--- src/rtl/lcd_bias_pkg.sv ---
package lcd_bias_pkg;

    localparam int NUM_CH     = 2;
    localparam int FIELD_W    = 5;
    localparam int MODE_BIT   = 14;
    localparam int EN_B_BIT   = 9;
    localparam int EN_A_BIT   = 8;
    localparam int DUTY_A_LSB = 8;
    localparam int DUTY_A_W   = 5;
    localparam int DUTY_B_LSB = 13;
    localparam int DUTY_B_W   = 3;

    typedef struct packed {
        logic slow_sel;
        logic en_b;
        logic en_a;
    } ctl_t;

    typedef enum logic [1:0] {
        SRC_LOW  = 2'd0,
        SRC_WAVE = 2'd1,
        SRC_SLOW = 2'd2
    } src_e;

    function automatic ctl_t ctl_decode(input logic [15:0] w);
        ctl_t c;
        c.slow_sel = w[MODE_BIT];
        c.en_b     = w[EN_B_BIT];
        c.en_a     = w[EN_A_BIT];
        return c;
    endfunction

    function automatic int duty_width(input int ch);
        return (ch == 0) ? DUTY_A_W : DUTY_B_W;
    endfunction

    function automatic logic [FIELD_W-1:0] duty_field(input logic [15:0] w, input int ch);
        logic [FIELD_W-1:0] f;
        if (ch == 0) f = w[DUTY_A_LSB +: DUTY_A_W];
        else         f = {2'b00, w[DUTY_B_LSB +: DUTY_B_W]};
        return f;
    endfunction

    function automatic src_e pick_src(input ctl_t c, input int ch);
        src_e s;
        if (ch == 0) s = (!c.slow_sel && c.en_a) ? SRC_WAVE : SRC_LOW;
        else if (c.slow_sel) s = SRC_SLOW;
        else s = c.en_b ? SRC_WAVE : SRC_LOW;
        return s;
    endfunction

endpackage

--- src/rtl/lcd_bias_tick.sv ---
module lcd_bias_tick #(
    parameter int CLK_PER_TICK = 50
) (
    input  logic clk,
    input  logic rst,
    output logic tick
);
    localparam int DIV_W = (CLK_PER_TICK > 1) ? $clog2(CLK_PER_TICK) : 1;
    localparam logic [DIV_W-1:0] LAST = DIV_W'(CLK_PER_TICK - 1);

    logic [DIV_W-1:0] pre_q;

    assign tick = (pre_q == LAST);

    always_ff @(posedge clk) begin
        if (rst)       pre_q <= '0;
        else if (tick) pre_q <= '0;
        else           pre_q <= pre_q + 1'b1;
    end
endmodule

--- src/rtl/lcd_bias_phase.sv ---
module lcd_bias_phase #(
    parameter int PERIOD_TICKS = 1000,
    parameter int TW           = $clog2(PERIOD_TICKS + 1)
) (
    input  logic          clk,
    input  logic          rst,
    input  logic          tick,
    output logic [TW-1:0] ph,
    output logic          bnd
);
    localparam logic [TW-1:0] PH_LAST = TW'(PERIOD_TICKS - 1);

    assign bnd = tick && (ph == PH_LAST);

    always_ff @(posedge clk) begin
        if (rst)       ph <= '0;
        else if (bnd)  ph <= '0;
        else if (tick) ph <= ph + 1'b1;
    end
endmodule

--- src/rtl/lcd_bias_chan.sv ---
module lcd_bias_chan #(
    parameter int PERIOD_TICKS = 1000,
    parameter int DW           = 5,
    parameter int TW           = $clog2(PERIOD_TICKS + 1)
) (
    input  logic          clk,
    input  logic          rst,
    input  logic          bnd,
    input  logic [DW-1:0] duty,
    input  logic [TW-1:0] ph,
    output logic [TW-1:0] thr,
    output logic          wave
);
    localparam int PW = DW + TW;

    logic [PW-1:0] prod;
    logic [PW-1:0] scaled;

    assign prod   = PW'(duty) * PW'(PERIOD_TICKS);
    assign scaled = prod >> DW;
    assign wave   = (ph < thr);

    always_ff @(posedge clk) begin
        if (rst)      thr <= '0;
        else if (bnd) thr <= scaled[TW-1:0];
    end
endmodule

--- src/rtl/lcd_bias_pwm.sv ---
module lcd_bias_pwm
    import lcd_bias_pkg::*;
#(
    parameter int CLK_PER_TICK = 50,
    parameter int PERIOD_TICKS = 1000
) (
    input  logic        clk,
    input  logic        rst,
    input  logic [15:0] ctl_word,
    input  logic [15:0] duty_word,
    input  logic        slow_in,
    output logic        lcd_a_o,
    output logic        lcd_b_o
);
    localparam int TW = $clog2(PERIOD_TICKS + 1);

    logic                         tick;
    logic                         bnd;
    logic [TW-1:0]                ph_cnt;
    logic [NUM_CH-1:0][TW-1:0]    thr;
    logic [NUM_CH-1:0]            wave;
    logic [NUM_CH-1:0]            pin_w;
    ctl_t                         ctl;

    assign ctl = ctl_decode(ctl_word);

    lcd_bias_tick #(.CLK_PER_TICK(CLK_PER_TICK)) u_tick (
        .clk  (clk),
        .rst  (rst),
        .tick (tick)
    );

    lcd_bias_phase #(.PERIOD_TICKS(PERIOD_TICKS), .TW(TW)) u_phase (
        .clk  (clk),
        .rst  (rst),
        .tick (tick),
        .ph   (ph_cnt),
        .bnd  (bnd)
    );

    for (genvar g = 0; g < NUM_CH; g++) begin : g_ch
        localparam int DW = duty_width(g);

        logic [FIELD_W-1:0] field;
        logic               pin_q;
        src_e               src;

        assign field = duty_field(duty_word, g);
        assign src   = pick_src(ctl, g);

        lcd_bias_chan #(.PERIOD_TICKS(PERIOD_TICKS), .DW(DW), .TW(TW)) u_chan (
            .clk  (clk),
            .rst  (rst),
            .bnd  (bnd),
            .duty (field[DW-1:0]),
            .ph   (ph_cnt),
            .thr  (thr[g]),
            .wave (wave[g])
        );

        always_ff @(posedge clk) begin
            if (rst) pin_q <= 1'b0;
            else begin
                case (src)
                    SRC_WAVE: pin_q <= wave[g];
                    SRC_SLOW: pin_q <= slow_in;
                    default:  pin_q <= 1'b0;
                endcase
            end
        end

        assign pin_w[g] = pin_q;
    end

    assign lcd_a_o = pin_w[0];
    assign lcd_b_o = pin_w[1];
endmodule

--- config.mk ---
export PLATFORM = sky130hd
export DESIGN_NAME = lcd_bias_pwm
export DESIGN_NICKNAME = d
export VERILOG_FILES = /design/src/rtl/lcd_bias_pkg.sv /design/src/rtl/lcd_bias_tick.sv /design/src/rtl/lcd_bias_phase.sv /design/src/rtl/lcd_bias_chan.sv /design/src/rtl/lcd_bias_pwm.sv
export SDC_FILE = /design/constraint.sdc
export NUM_CORES = 1
export LEC_CHECK = 0
export BUFFER_PORTS_ARGS = -buffer_cell sky130_fd_sc_hd__buf_2
export CORE_AREA = 2 2 79 81
export CTS_CLUSTER_DIAMETER = 60
export DETAILED_ROUTE_END_ITERATION = 8
export DIE_AREA = 0 0 81 83
export GPL_TIMING_DRIVEN = 0
export PLACE_DENSITY = 0.83
export SLEW_MARGIN = 40
export SYNTH_ARGS = -nofsm -noshare
export SYNTH_HDL_FRONTEND = slang
export SYNTH_SLANG_ARGS = --single-unit
--- constraint.sdc ---
create_clock -name clk -period 3.05 [get_ports clk]
set_input_delay 0.1525 -clock clk [delete_from_list [all_inputs] [get_ports clk]]
set_output_delay 0.1525 -clock clk [all_outputs]
set_load 0.005 [all_outputs]
# After elaboration in Yosys (flattened, before gate mapping)
# Cells that the tools add are included.
# op_classes
addsub	2
multipliers	2
n_lt_le_gt_ge	2
n_eq_ne	6
mux	5
reduce_logical	5
# op_table
cell	n
$lt A10 B10 Y1	2
$mul A5 B7 Y12 const B	1
$add A10 B1 Y10 const B	1
$eq A10 B10 Y1 const B	1
$mul A3 B7 Y10 const B	1
$add A6 B1 Y6 const B	1
$eq A6 B6 Y1 const B	1
$pmux W1 S2	2
$reduce_or A2 Y1	2
$eq A1 B2 Y1 const B	1
$eq A2 B1 Y1 const B	1
$eq A2 B2 Y1 const B	1
$logic_and A1 B1 Y1	2
$mux W1	2
$mux W2	1
$eq A1 B1 Y1 const B	1
$logic_not A1 Y1	1
# totals
reg_bits	38
wordCells	28

# Logic depth before layout (Yosys ltp)
# depth
ltp_word	5
ltp_mapped	11
ltp_nobuf	11

# Hierarchy
# From an unflattened synthesis, not the netlist that was laid out.
# unflattened
cells_unflattened	333
hier_area_um2	3009.1
# by_module_without_submodules
module	instances	cells_each	area_each_um2	seq_area_each_um2
lcd_bias_chan at g_ch[0].u_chan	1	153	1365.1	200.2
lcd_bias_chan at g_ch[1].u_chan	1	94	855.8	200.2
lcd_bias_phase	1	53	464.2	200.2
lcd_bias_tick	1	27	255.2	120.1
lcd_bias_pwm	1	6	68.8	40.0

# Worst setup path after synthesis
# Ideal clock, no wire load.
# synth_timing
path_kind	input port to flip-flop
startpoint	in duty_word[10]
endpoint	reg g_ch[0].u_chan.thr[9]
setup_time_ns	0.086
arrival_time_ns	2.972
required_ns	2.964
path_slack_ns	-0.008
cell_stages	11
n_path_buf	0
path_cell_list	fa_1 > fa_1 > inv_1 > fa_1 > inv_1 > ha_1 > o211ai_1 > a21oi_1 > o41ai_2 > xnor2_1 > a211oi_1
# synth_via
elab_chain_cells	1
# synth_rtl
item	line_no	source
start: declaration	lcd_bias_pwm.sv:10	input logic [15:0] duty_word,
$mul A5 B7 Y12	lcd_bias_chan.sv:19	assign prod = PW'(duty) * PW'(PERIOD_TICKS);
end signal: assignment	lcd_bias_chan.sv:25	else if (bnd) thr <= scaled[TW-1:0];
end: declaration	lcd_bias_chan.sv:11	output logic [TW-1:0] thr,
# No other way between the ends.
# A chain may end at the register's enable or synchronous reset.

# Worst setup path in the final report
# Same ends and word-level chain as after synthesis.

==> results.md <==
- Peak supply drop: between 200 and 250 uV
- MaxCap Viol Count: 0
- Num CTS Buffers: 5
- Clock period minus worst slack: between 2 and 3 ns
- Post-synthesis async set-or-reset flop share: 0%
- Area contributors post-synth: dfxtp_1 25%, ha_1 21%, fa_1 9.3%
- Pwr Total: 0.00126 W
- Setup violation total in the final timing report: 0
- Count of final max-slew check failures: 0
- Worst min path class: in2reg
- Synthesized flop and latch total: 38
- Register area share after synthesis: roughly a quarter
- CP max stage cell: fa_1
- Layout cells sized above 1: 11.1%
- DR vias/cell: 5.33
- Mean Syn Cell Area: 8.96 um2
- Peak Freq: 0.347 GHz
- Setup slack at placement: -0.269 ns
- First-pass GRT wire length: 10000 um
- Bufs on Longest Clock Path: 2
- CTS tree: yes
- Row Count: 28
- CP max stage delay: 0.52 ns
- Post-synth top flop: dfxtp_1
- Critical path class: in2reg
- CORE AREA: 0.00582 mm2
- Outcome: completed
- Slew @ Worst Pin: 0.510 ns
- Drt pass-1 iters: 4
- Filler instances: 538
- Clk sinks: 38
- Drt total wl: 5710 um
- Largest net degree at the start of global routing: 13
- Lkg Pwr: around 1.4 nW
- Setup TNS: 0 ns
- Crit path required time: 3.26 ns
- Final hold viol count: 0
- Via count: 2313
- Syn_nets: 435
- Clock-pin slew of the registers on the worst-case setup and hold paths: 0.07 ns
- Starting density of the core: 51.6%
- Fin nets: approximately 460
- CP Launch Type: primary input
- Cell family with most CP delay: adder cells
- CP max FO: 5
- Buf/Inv on CP: 3
- Crit path DAT: between 3 and 4 ns
- Die width: 81 um
- Synth warn: 0
- Initial DRC count: 83
- Vias in the first global route: 2256
- Hold_buf cts: 0
- Power per cell area: 385 mW/mm2
- Synthesized cell area: 0.00300 mm2
- Ant diodes: 0
- Gp weighted congestion: between 0.8 and 0.9
- Antenna violations before repair: 0
- Detailed placer's ending HPWL: between 4000 and 5000 um
- Slew headroom: 66.0%
- Clock skew: just under 0.007 ns
- IO Pins: 37
- Count of cell types in the netlist: 43
- CTS resizes: 0
- Crit end category: register
- Most numerous cell in the Yosys netlist: ha_1
- Final global-route overflow total: 0
- CP Cell Sequence: buf_2 > fa_2 > fa_1 > inv_1 > fa_1 > inv_1 > ha_1 > o211ai_1 > a21oi_1 > o41ai_2 > xnor2_1 > a211oi_1
- Die Area: ~0.0067 mm2
- Routed Antenna Nets: 0
- WL per Instance: around 13 um
- DRC violation count after routing: 0
- Synth Instances: between 300 and 400
- Seq. cell area: 761 um2
- PnR worst setup slack: 0.170 ns
- I/O Buffers: 14
- Setup slack, reg-to-reg: 1.23 ns
- H-tree depth: 2
- Final Cycle Share: between 90% and 100%
- Final Core Density: 56.3%
- Post-synth top area cell: dfxtp_1
- Min Hold Slack: 0.0962 ns
- Yosys top cell area share: around 25%
- Root Driver: clkbuf_8
- Area grow syn2layout: 9.22%
- All-layer global routing usage: 18.8%
- Die Ht: just over 80 um
- Clk Latency, worst-skew pair: 0.29 ns
- Top cells by count, synth: 51 x ha_1, 45 x inv_1, 38 x dfxtp_1
- Multi-input combinational cell area: 0.00203 mm2
- Post-synth EDFFs: 0
## placed cells by master (no fill, tap or decap), types with 2 or more instances in the layout
cell type and instances:
o31ai_1 2, nand2_1 35, xor2_1 8, clkbuf_1 4, nand2b_1 10, or3_1 3, a211oi_1 10, nor3_1 3
ha_1 51, o211ai_1 5, fa_1 13, buf_2 16, o21a_1 5, clkbuf_8 6, nand4_1 3, a21oi_1 26
a21o_1 3, xnor2_1 11, dfxtp_1 38, o21ai_0 7, buf_4 3, nand3_1 6, inv_1 45, nor2_1 23
## metal layers
metal / vias to the layer above / wire (um) / GRT usage (%) / share of wire, %
li1: 1176 / - / - / -
met1: 1082 / 2550 / 23.7 / 45
met2: 40 / 2800 / 31.3 / 49
met3: 15 / 178 / 3.04 / 3.1
met4: 0 / 184 / 7.55 / 3.2
met5: - / 0 / 0 / 0
## cell type report
cell class                 instances  share of cell area [%]
tap                               75                    2.86
clock buffer                       6                    2.52
inverter                          45                    5.15
sequential                        38                    23.2
timing repair buffer              16                    2.60
buffer                             8                    1.34
multi-input combinational        244                    61.9
clock inverter                     2                   0.382
## final timing paths
kind / start / to / cells after the start
worst max-delay path: duty_word[10] / g_ch[0].u_chan.thr[9] / 12
worst min-delay path: rst / g_ch[0].u_chan.thr[5] / 2
worst max register to register: u_tick.pre_q[0] / g_ch[1].u_chan.thr[9] / 6
worst min register to register: g_ch[1].u_chan.thr[8] / g_ch[1].u_chan.thr[8] / 2
## kinds of logic after synthesis
kind of cell	count (synthesis)	share of synthesized area, %
buffers and inverters	53	7.09
XOR/XNOR	19	5.55
multiplexers	1	0.334
adder cells (fa/ha/maj)	65	30.6
flip-flops	38	25.4
AO/OA/AOI/OAI	64	14.5
AND/OR/NAND/NOR	95	16.6
## registers in the layout, summed over array words and instances, names as in the netlist
name	cells
lcd_a_o	1
lcd_b_o	1
g_ch.u_chan.thr	20
u_tick.pre_q	6
u_phase.ph	10
## repair_timing
| action | 4_1_cts | 5_1_grt |
|---|---|---|
| buffers inserted | 0 | 2 |
| endpoints found under the setup margin | 0 | 3 |
| endpoints found under the hold margin | 0 | 0 |
## report_power, final
group          switching (W)  internal [W]
Clock               0.000180      0.000182
Combinational       0.000220      0.000178
Sequential        0.00000345      0.000499
Total               0.000404      0.000859
## stage by stage
step | cell area (um2) | cells
2_1_floorplan | 3000 | 335
3_3_place_gp | 3170 | 424
3_5_place_dp | 3170 | 424
4_1_cts | 3260 | 432
5_1_grt | 3280 | 434
6_report | 3280 | 434
Note: power is estimated with default switching activity, not from simulation.
